## src/rtl/bitproc_pkg.sv

```systemverilog
package bitproc_pkg;

  localparam int OP_W   = 4;
  localparam int N_STRB = 5;

  typedef enum logic [OP_W-1:0] {
    OP_FLAG_LO = 4'h0,
    OP_LOAD    = 4'h1,
    OP_LOADN   = 4'h2,
    OP_AND     = 4'h3,
    OP_ANDN    = 4'h4,
    OP_OR      = 4'h5,
    OP_ORN     = 4'h6,
    OP_XNOR    = 4'h7,
    OP_STORE   = 4'h8,
    OP_STOREN  = 4'h9,
    OP_IN_GATE = 4'hA,
    OP_OUT_GATE= 4'hB,
    OP_JUMP    = 4'hC,
    OP_RETURN  = 4'hD,
    OP_SKIPZ   = 4'hE,
    OP_FLAG_HI = 4'hF
  } op_e;

  // Control word produced by the decoder; already zero for a cancelled slot.
  typedef struct packed {
    logic acc_ld;
    logic in_ld;
    logic out_ld;
    logic drive;
    logic drive_inv;
    logic wr_req;
    logic jump;
    logic ret;
    logic skipz;
    logic flag_lo;
    logic flag_hi;
  } ctrl_t;

endpackage

```

## src/rtl/bitproc_decode.sv

```systemverilog
module bitproc_decode
  import bitproc_pkg::*;
(
  input  op_e   op,
  input  logic  squash,
  output ctrl_t ctrl
);

  always_comb begin
    ctrl = '0;
    if (!squash) begin
      unique case (op)
        OP_FLAG_LO:  ctrl.flag_lo = 1'b1;
        OP_LOAD,
        OP_LOADN,
        OP_AND,
        OP_ANDN,
        OP_OR,
        OP_ORN,
        OP_XNOR:     ctrl.acc_ld = 1'b1;
        OP_STORE: begin
          ctrl.drive  = 1'b1;
          ctrl.wr_req = 1'b1;
        end
        OP_STOREN: begin
          ctrl.drive     = 1'b1;
          ctrl.drive_inv = 1'b1;
          ctrl.wr_req    = 1'b1;
        end
        OP_IN_GATE:  ctrl.in_ld   = 1'b1;
        OP_OUT_GATE: ctrl.out_ld  = 1'b1;
        OP_JUMP:     ctrl.jump    = 1'b1;
        OP_RETURN:   ctrl.ret     = 1'b1;
        OP_SKIPZ:    ctrl.skipz   = 1'b1;
        OP_FLAG_HI:  ctrl.flag_hi = 1'b1;
        default:     ctrl = '0;
      endcase
    end
  end

endmodule

```

## src/rtl/bitproc_logic.sv

```systemverilog
module bitproc_logic
  import bitproc_pkg::*;
(
  input  op_e  op,
  input  logic acc,
  input  logic operand,
  output logic acc_nxt
);

  always_comb begin
    unique case (op)
      OP_LOAD:  acc_nxt = operand;
      OP_LOADN: acc_nxt = ~operand;
      OP_AND:   acc_nxt = acc & operand;
      OP_ANDN:  acc_nxt = acc & ~operand;
      OP_OR:    acc_nxt = acc | operand;
      OP_ORN:   acc_nxt = acc | ~operand;
      OP_XNOR:  acc_nxt = ~(acc ^ operand);
      default:  acc_nxt = acc;
    endcase
  end

endmodule

```

## src/rtl/bitproc_regs.sv

```systemverilog
module bitproc_regs
  import bitproc_pkg::*;
(
  input  logic  clk,
  input  logic  rst_n,
  input  ctrl_t ctrl,
  input  logic  data_in,
  input  logic  acc_nxt,
  output logic  acc_q,
  output logic  in_gate_q,
  output logic  out_gate_q,
  output logic  skip_q
);

  logic acc_d, in_gate_d, out_gate_d, skip_d;
  logic acc_en, in_en, out_en;

  always_comb begin
    acc_en     = ctrl.acc_ld;
    in_en      = ctrl.in_ld;
    out_en     = ctrl.out_ld;
    acc_d      = acc_nxt;
    in_gate_d  = data_in;
    out_gate_d = data_in;
    skip_d     = ctrl.ret | (ctrl.skipz & ~acc_q);
  end

  always_ff @(posedge clk or negedge rst_n) begin
    if (!rst_n) begin
      acc_q      <= 1'b0;
      in_gate_q  <= 1'b0;
      out_gate_q <= 1'b0;
      skip_q     <= 1'b0;
    end else begin
      if (acc_en) acc_q      <= acc_d;
      if (in_en)  in_gate_q  <= in_gate_d;
      if (out_en) out_gate_q <= out_gate_d;
      skip_q <= skip_d;
    end
  end

  // a cancelled slot leaves every register alone and ends the cancel
  p_quiet_skip_r11: assert property (@(posedge clk) disable iff (!rst_n)
    skip_q |=> ($stable(acc_q) && $stable(in_gate_q) && $stable(out_gate_q) && !skip_q));

  // return always cancels the next slot
  p_ret_skip_r9: assert property (@(posedge clk) disable iff (!rst_n)
    ctrl.ret |=> skip_q);

  // skip-if-zero follows the accumulator
  p_skz_zero_r10: assert property (@(posedge clk) disable iff (!rst_n)
    (ctrl.skipz && !acc_q) |=> skip_q);
  p_skz_one_r10: assert property (@(posedge clk) disable iff (!rst_n)
    (ctrl.skipz && acc_q) |=> !skip_q);

  // gate loads take the raw data bit
  p_in_gate_load_r7: assert property (@(posedge clk) disable iff (!rst_n)
    ctrl.in_ld |=> (in_gate_q == $past(data_in)));
  p_out_gate_load_r7: assert property (@(posedge clk) disable iff (!rst_n)
    ctrl.out_ld |=> (out_gate_q == $past(data_in)));

endmodule

```

## src/rtl/bitproc_core.sv

```systemverilog
module bitproc_core
  import bitproc_pkg::*;
(
  input  logic            clk,
  input  logic            rst_n,
  input  logic [OP_W-1:0] instr,
  input  logic            data_in,
  output logic            data_out,
  output logic            data_oe,
  output logic            acc_out,
  output logic            wr_strobe,
  output logic            jump_strobe,
  output logic            ret_strobe,
  output logic            flag_lo_strobe,
  output logic            flag_hi_strobe
);

  op_e   op;
  ctrl_t ctrl;
  logic  acc_q, in_gate_q, out_gate_q, skip_q;
  logic  operand, acc_nxt;
  logic  [N_STRB-1:0] strobes;

  assign op      = op_e'(instr);
  assign operand = data_in & in_gate_q;

  bitproc_decode u_decode (
    .op     (op),
    .squash (skip_q),
    .ctrl   (ctrl)
  );

  bitproc_logic u_logic (
    .op      (op),
    .acc     (acc_q),
    .operand (operand),
    .acc_nxt (acc_nxt)
  );

  bitproc_regs u_regs (
    .clk        (clk),
    .rst_n      (rst_n),
    .ctrl       (ctrl),
    .data_in    (data_in),
    .acc_nxt    (acc_nxt),
    .acc_q      (acc_q),
    .in_gate_q  (in_gate_q),
    .out_gate_q (out_gate_q),
    .skip_q     (skip_q)
  );

  always_comb begin
    data_oe        = ctrl.drive;
    data_out       = ctrl.drive & (acc_q ^ ctrl.drive_inv);
    acc_out        = acc_q;
    wr_strobe      = ctrl.wr_req & out_gate_q;
    jump_strobe    = ctrl.jump;
    ret_strobe     = ctrl.ret;
    flag_lo_strobe = ctrl.flag_lo;
    flag_hi_strobe = ctrl.flag_hi;
  end

  assign strobes = {wr_strobe, jump_strobe, ret_strobe, flag_lo_strobe, flag_hi_strobe};

  // never two strobes together
  p_strobe_onehot_r8: assert property (@(posedge clk) disable iff (!rst_n)
    $onehot0(strobes));

  // a write strobe needs the output gate open
  p_wr_gate_r6: assert property (@(posedge clk) disable iff (!rst_n)
    wr_strobe |-> out_gate_q);

  // a store cycle leaves the accumulator untouched
  p_store_keeps_acc_r5: assert property (@(posedge clk) disable iff (!rst_n)
    data_oe |=> $stable(acc_out));

  // nothing is driven or strobed in a cancelled slot
  p_skip_silent_r11: assert property (@(posedge clk) disable iff (!rst_n)
    skip_q |-> (!data_oe && (strobes == '0)));

  // with the input gate closed a plain load yields 0
  p_mask_r2: assert property (@(posedge clk) disable iff (!rst_n)
    (!in_gate_q && !skip_q && op == OP_LOAD) |=> !acc_out);

endmodule

```

## config.mk

```make
export PLATFORM = sky130hd
export DESIGN_NAME = bitproc_core
export DESIGN_NICKNAME = d
export VERILOG_FILES = /design/src/rtl/bitproc_pkg.sv /design/src/rtl/bitproc_decode.sv /design/src/rtl/bitproc_logic.sv /design/src/rtl/bitproc_regs.sv /design/src/rtl/bitproc_core.sv
export SDC_FILE = /design/constraint.sdc
export NUM_CORES = 1
export LEC_CHECK = 0
export BUFFER_PORTS_ARGS = -buffer_cell sky130_fd_sc_hd__buf_2
export CORE_AREA = 5 5 42 44
export DETAILED_ROUTE_END_ITERATION = 7
export DIE_AREA = 0 0 47 49
export PLACE_DENSITY = 0.42
export SETUP_SLACK_MARGIN = 0.3
export SLEW_MARGIN = 10
export SYNTH_ARGS = -nofsm -noshare
export SYNTH_HDL_FRONTEND = slang
export SYNTH_SLANG_ARGS = --single-unit
```

## constraint.sdc

```tcl
create_clock -name clk -period 1.4 [get_ports clk]
set_input_delay 0.28 -clock clk [delete_from_list [all_inputs] [get_ports clk]]
set_output_delay 0.28 -clock clk [all_outputs]
set_load 0.02 [all_outputs]
```

# == After elaboration in Yosys (flattened, before gate mapping) ==
# Cells that the tools add are included.
# word_totals
elab_cells,50
regBits,4
out_inout_bits,8
input_bits,7
# classes
n_eq_ne,15
n_bitwise,14
n_mux,12
reduce_logical,5
# ops
cell,n
"4-bit equality test, second input constant",8
"4-bit by 3-bit equality test with 1-bit output, second input constant",4
11-bit two-way mux,1
1-bit two-way mux,10
"4-bit by 2-bit equality test with 1-bit output, second input constant",2
1-bit one-hot mux with 7 select lines,1
7-bit nonzero test,1
7-bit OR reduction,1
1-bit bitwise AND,6
"4-bit by 1-bit equality test with 1-bit output, second input constant",1
4-bit zero test,1
1-bit inverter,3
1-bit bitwise OR,3
2-bit AND reduction,1
2-bit OR reduction,1
1-bit XOR,2

# == Logic depth before layout (Yosys ltp) ==
# depth
ltp_word,6
depth_mapped,4
mapped_depth_nobuf,3

# == By module ==
# From an unflattened synthesis, not the netlist that was laid out.
# hier_totals
hier_cells,40
hier_area_um2,335.3
# by_module_without_submodules
module,n_inst,area_per_inst_um2,cells_each
bitproc_regs,1,146.4,10
bitproc_decode,1,98.8,17
bitproc_logic,1,62.6,9
bitproc_core,1,27.5,4

# == Worst setup path after synthesis ==
# No wires, ideal clock.
# synth_path
path_type,reg2out
start,register u_regs.skip_q
end,output flag_lo_strobe
n_path_buf,0
arrival_ns,1.250
stages_incl_launch_ff,3
slack_ns,-0.130
t_required_ns,1.120
path_cell_list,dfrtp_1 > nor2_1 > nor4b_1
# synth_via
elab_chain_len,1
# synth_lines
element,line,rtl
"start, declared",bitproc_regs.sv:12,output logic skip_q
"start signal, assigned",bitproc_regs.sv:38,skip_q <= skip_d;
11-bit two-way mux,bitproc_decode.sv:11,if (!squash) begin
"end, declared",bitproc_core.sv:14,"output logic flag_lo_strobe,"
# No other way between the ends.

# == Worst setup path after layout ==
# layout_path
start,register u_regs.skip_q
end,output data_out
# layout_via
elab_chain_len,3
# layout_lines
element,line,rtl
11-bit two-way mux (*),bitproc_decode.sv:11,
1-bit XOR,bitproc_core.sv:54,data_out = ctrl.drive & (acc_q ^ ctrl.drive_inv);
1-bit bitwise AND (*),bitproc_core.sv:54,
"end, declared",bitproc_core.sv:8,"output logic data_out,"
# Mark *: on every way between the ends. The rest lies on a longest branch, timed or not.

==> flow_summary.toml <==
[layout]
antenna_cells = 0
multi_input_area_um2 = 252.7
nFillCells = 149
layout_common_cells = "buf_6 (10), buf_4 (7), buf_2 (6)"
synthToLayoutAreaGrowth_pct = 92.77
final_common_cell = "buf_6"
drive_gt1_frac = 0.6780
nNetsFinal = 68
register_area_um2 = 100.1

[yosys]
synth_area_um2 = 311.5
ys_ff_latch = 4
syn_nets = 41
syn_area_per_cell_um2 = 9.163
synthCells = 34
yosysUniqueCellTypes = 23
yosys_warnings = 0
yosysSeqAreaShare = 0.3213

[run_status]
violations = "setup timing"
status = "finished with violations"

[global_routing]
antenna_found_initial = 0
grt_max_degree = 12
grt_pass1_vias = 346
overflow = 0
grt_usage = 0.08699
grt_pass1_wl_mm = 1.462

[timing]
slew_headroom = 0.8404
min_period_over_period = 1.082
hold_viol = 0
rsz0062_at_grt = "yes"
min_period_ps = 1515
fmax_ghz = 0.6599
slew_viol_final = 0
setup_violations = 7
setup_ws_ps = -115.4
fin_skew_ps = 1.386
tightest_slew_ps = 239.4

[power]
ir_drop_mv = 0.7495
powerDensity_mw_per_mm2 = 842.0
finalPower_mw = 0.5057
leakagePower_nw = 0.2713

[floorplanning]
ios = 15
start_util = 0.2223
die-area_mm2 = 0.002303
die_w_um = 47
die_h_um = 49
core_area_mm2 = 0.001401
rows = 14

[setup_path]
r2r_cells = 5
path_class = "flop to primary output"
cp_max_fo = 3
end_kind = "primary output"
reg2reg_to = "u_regs.in_gate_q$_DFFE_PN0P_"
timing.rr.start = "u_regs.skip_q$_DFF_PN0_"
cp.required_ps = 1120
worstPathArrival_ps = 1240
cp-start-kind = "flop"
r2r_setup_slack_ps = 80

[detailed_routing]
ant_nets = 0
wl_per_cell_um = 11.68
drtPass1Iterations = 6
vias_per_cell = 4.533
vias = 340
drt_iter0_markers = 2
wl_um = 876
drc_errors = 0

[clock_tree]
cts_tree = "built"
clk_path_buf_depth = 2
cts_buffers = 3
worstSkewPairLatency_ps = 230
cts_max_level = 1
clockRootBuffer = "clkbuf_4"
clk_pin_slew_ps = 40
cts.sinks = 4

[placed_design]
place_congestion = 0.6289
dp_hpwl_um = 613.6
portBuffers = 14
pre_cts_ws_ps = 41.56

[min_path]
min_to = "u_regs.out_gate_q$_DFFE_PN0P_"
hp-class = "input port to flop"
hold-path-cell-count = 2
hold_start = "data_in"

[flow_run]
cap_violations = 0
==> final cells by class <==
cell class                      instances  share of cell area
Multi-Input combinational cell         28              0.4208
Timing Repair Buffer                   24              0.3417
Tap cell                               16             0.03333
Sequential cell                         4              0.1667
Clock buffer                            3             0.03750
==> worst max path at each step <==
| stage | from | endpoint | slack, ps |
|---|---|---|---|
| 2_1_floorplan | u_regs.skip_q$_DFF_PN0_ | data_out | 120 |
| 3_3_place_gp | instr[2] | wr_strobe | 20 |
| 3_5_place_dp | instr[2] | data_out | 40 |
| 4_1_cts | u_regs.skip_q$_DFF_PN0_ | data_out | -150 |
| 5_1_grt | u_regs.skip_q$_DFF_PN0_ | data_out | -200 |
| 6_report | u_regs.skip_q$_DFF_PN0_ | data_out | -120 |
==> where the power goes <==
part / internal (mW) / switching, mW / total [mW]
logic: 0.116 / 0.0892 / 0.206
clock network: 0.0956 / 0.0436 / 0.139
registers: 0.139 / 0.0222 / 0.161
total: 0.351 / 0.155 / 0.506
==> what timing repair did <==
item,4_1_cts,5_1_grt
setup buffers,3,1
endpoints found under the hold margin,4,0
pin swaps,3,3
hold buffers,1,0
setup endpoints to repair,10,11
resized for setup,19,5
==> critical path, cell delays in order, from the launching register on <==
cell	delay (ps)
dfrtp_1	380
nor3b_2	200
and2b_2	190
and2_4	130
buf_6	100
==> kinds of logic (layout without fill, tap and decap cells) <==
kind of cell    after synthesis  after routing  synth area share
compound gates                7              7            0.1567
xor+xnor                      2              2           0.05624
simple gates                 17             17            0.3534
flops                         4              4            0.3213
mux                           2              2           0.07228
buf+inv                       2             27           0.04015
==> layer usage <==
layer | track usage | part of all wire | vias up
met4 | 0.01382 | 0 | 0
li1 | - | - | 174
met5 | 0 | 0 | -
met2 | 0.1335 | 0.50 | 12
met3 | 0.04797 | 0.083 | 0
met1 | 0.1069 | 0.41 | 154
==> cells in the mapped netlist <==
cell type / count / area (µm²)
a31oi_1: 1 / 6.260
buf_4: 1 / 7.510
nor2_1: 3 / 11.26
a31o_2: 1 / 8.760
and2_1: 2 / 12.51
nand2b_1: 1 / 6.260
nand3_1: 2 / 10.01
a21boi_0: 1 / 7.510
dfrtp_1: 4 / 100.1
nor3b_2: 1 / 12.51
a21oi_1: 2 / 10.01
mux2_1: 2 / 22.52
or3b_1: 1 / 8.760
and2b_2: 1 / 8.760
o22ai_1: 1 / 6.260
nand3b_1: 3 / 22.52
xor2_1: 1 / 8.760
nand2_1: 1 / 3.750
nor4b_1: 1 / 8.760
buf_2: 1 / 5.000
xnor2_1: 1 / 8.760
nor3_1: 1 / 5.000
a21bo_2: 1 / 10.01
==> flip-flops by register name (all words and copies together) (netlist names) <==
signal             cells
u_regs.acc_q           1
u_regs.out_gate_q      1
u_regs.skip_q          1
u_regs.in_gate_q       1
==> per-stage QoR <==
step                      hold WS [ps]  TNS (ps)  instance area (µm²)  utilization  cells
after floorplan                 -15.59         0                344.1            -     34
after global placement           90.69         0                459.2       0.3277     67
after detailed placement         89.96         0                459.2       0.3277     67
after CTS                        362.8    -550.0                580.6       0.4143     74
after global routing             374.3     -1007                600.6       0.4286     75
final                            364.4    -431.4                600.6       0.4286     75
No activity file was read; power rests on OpenSTA's default activity.
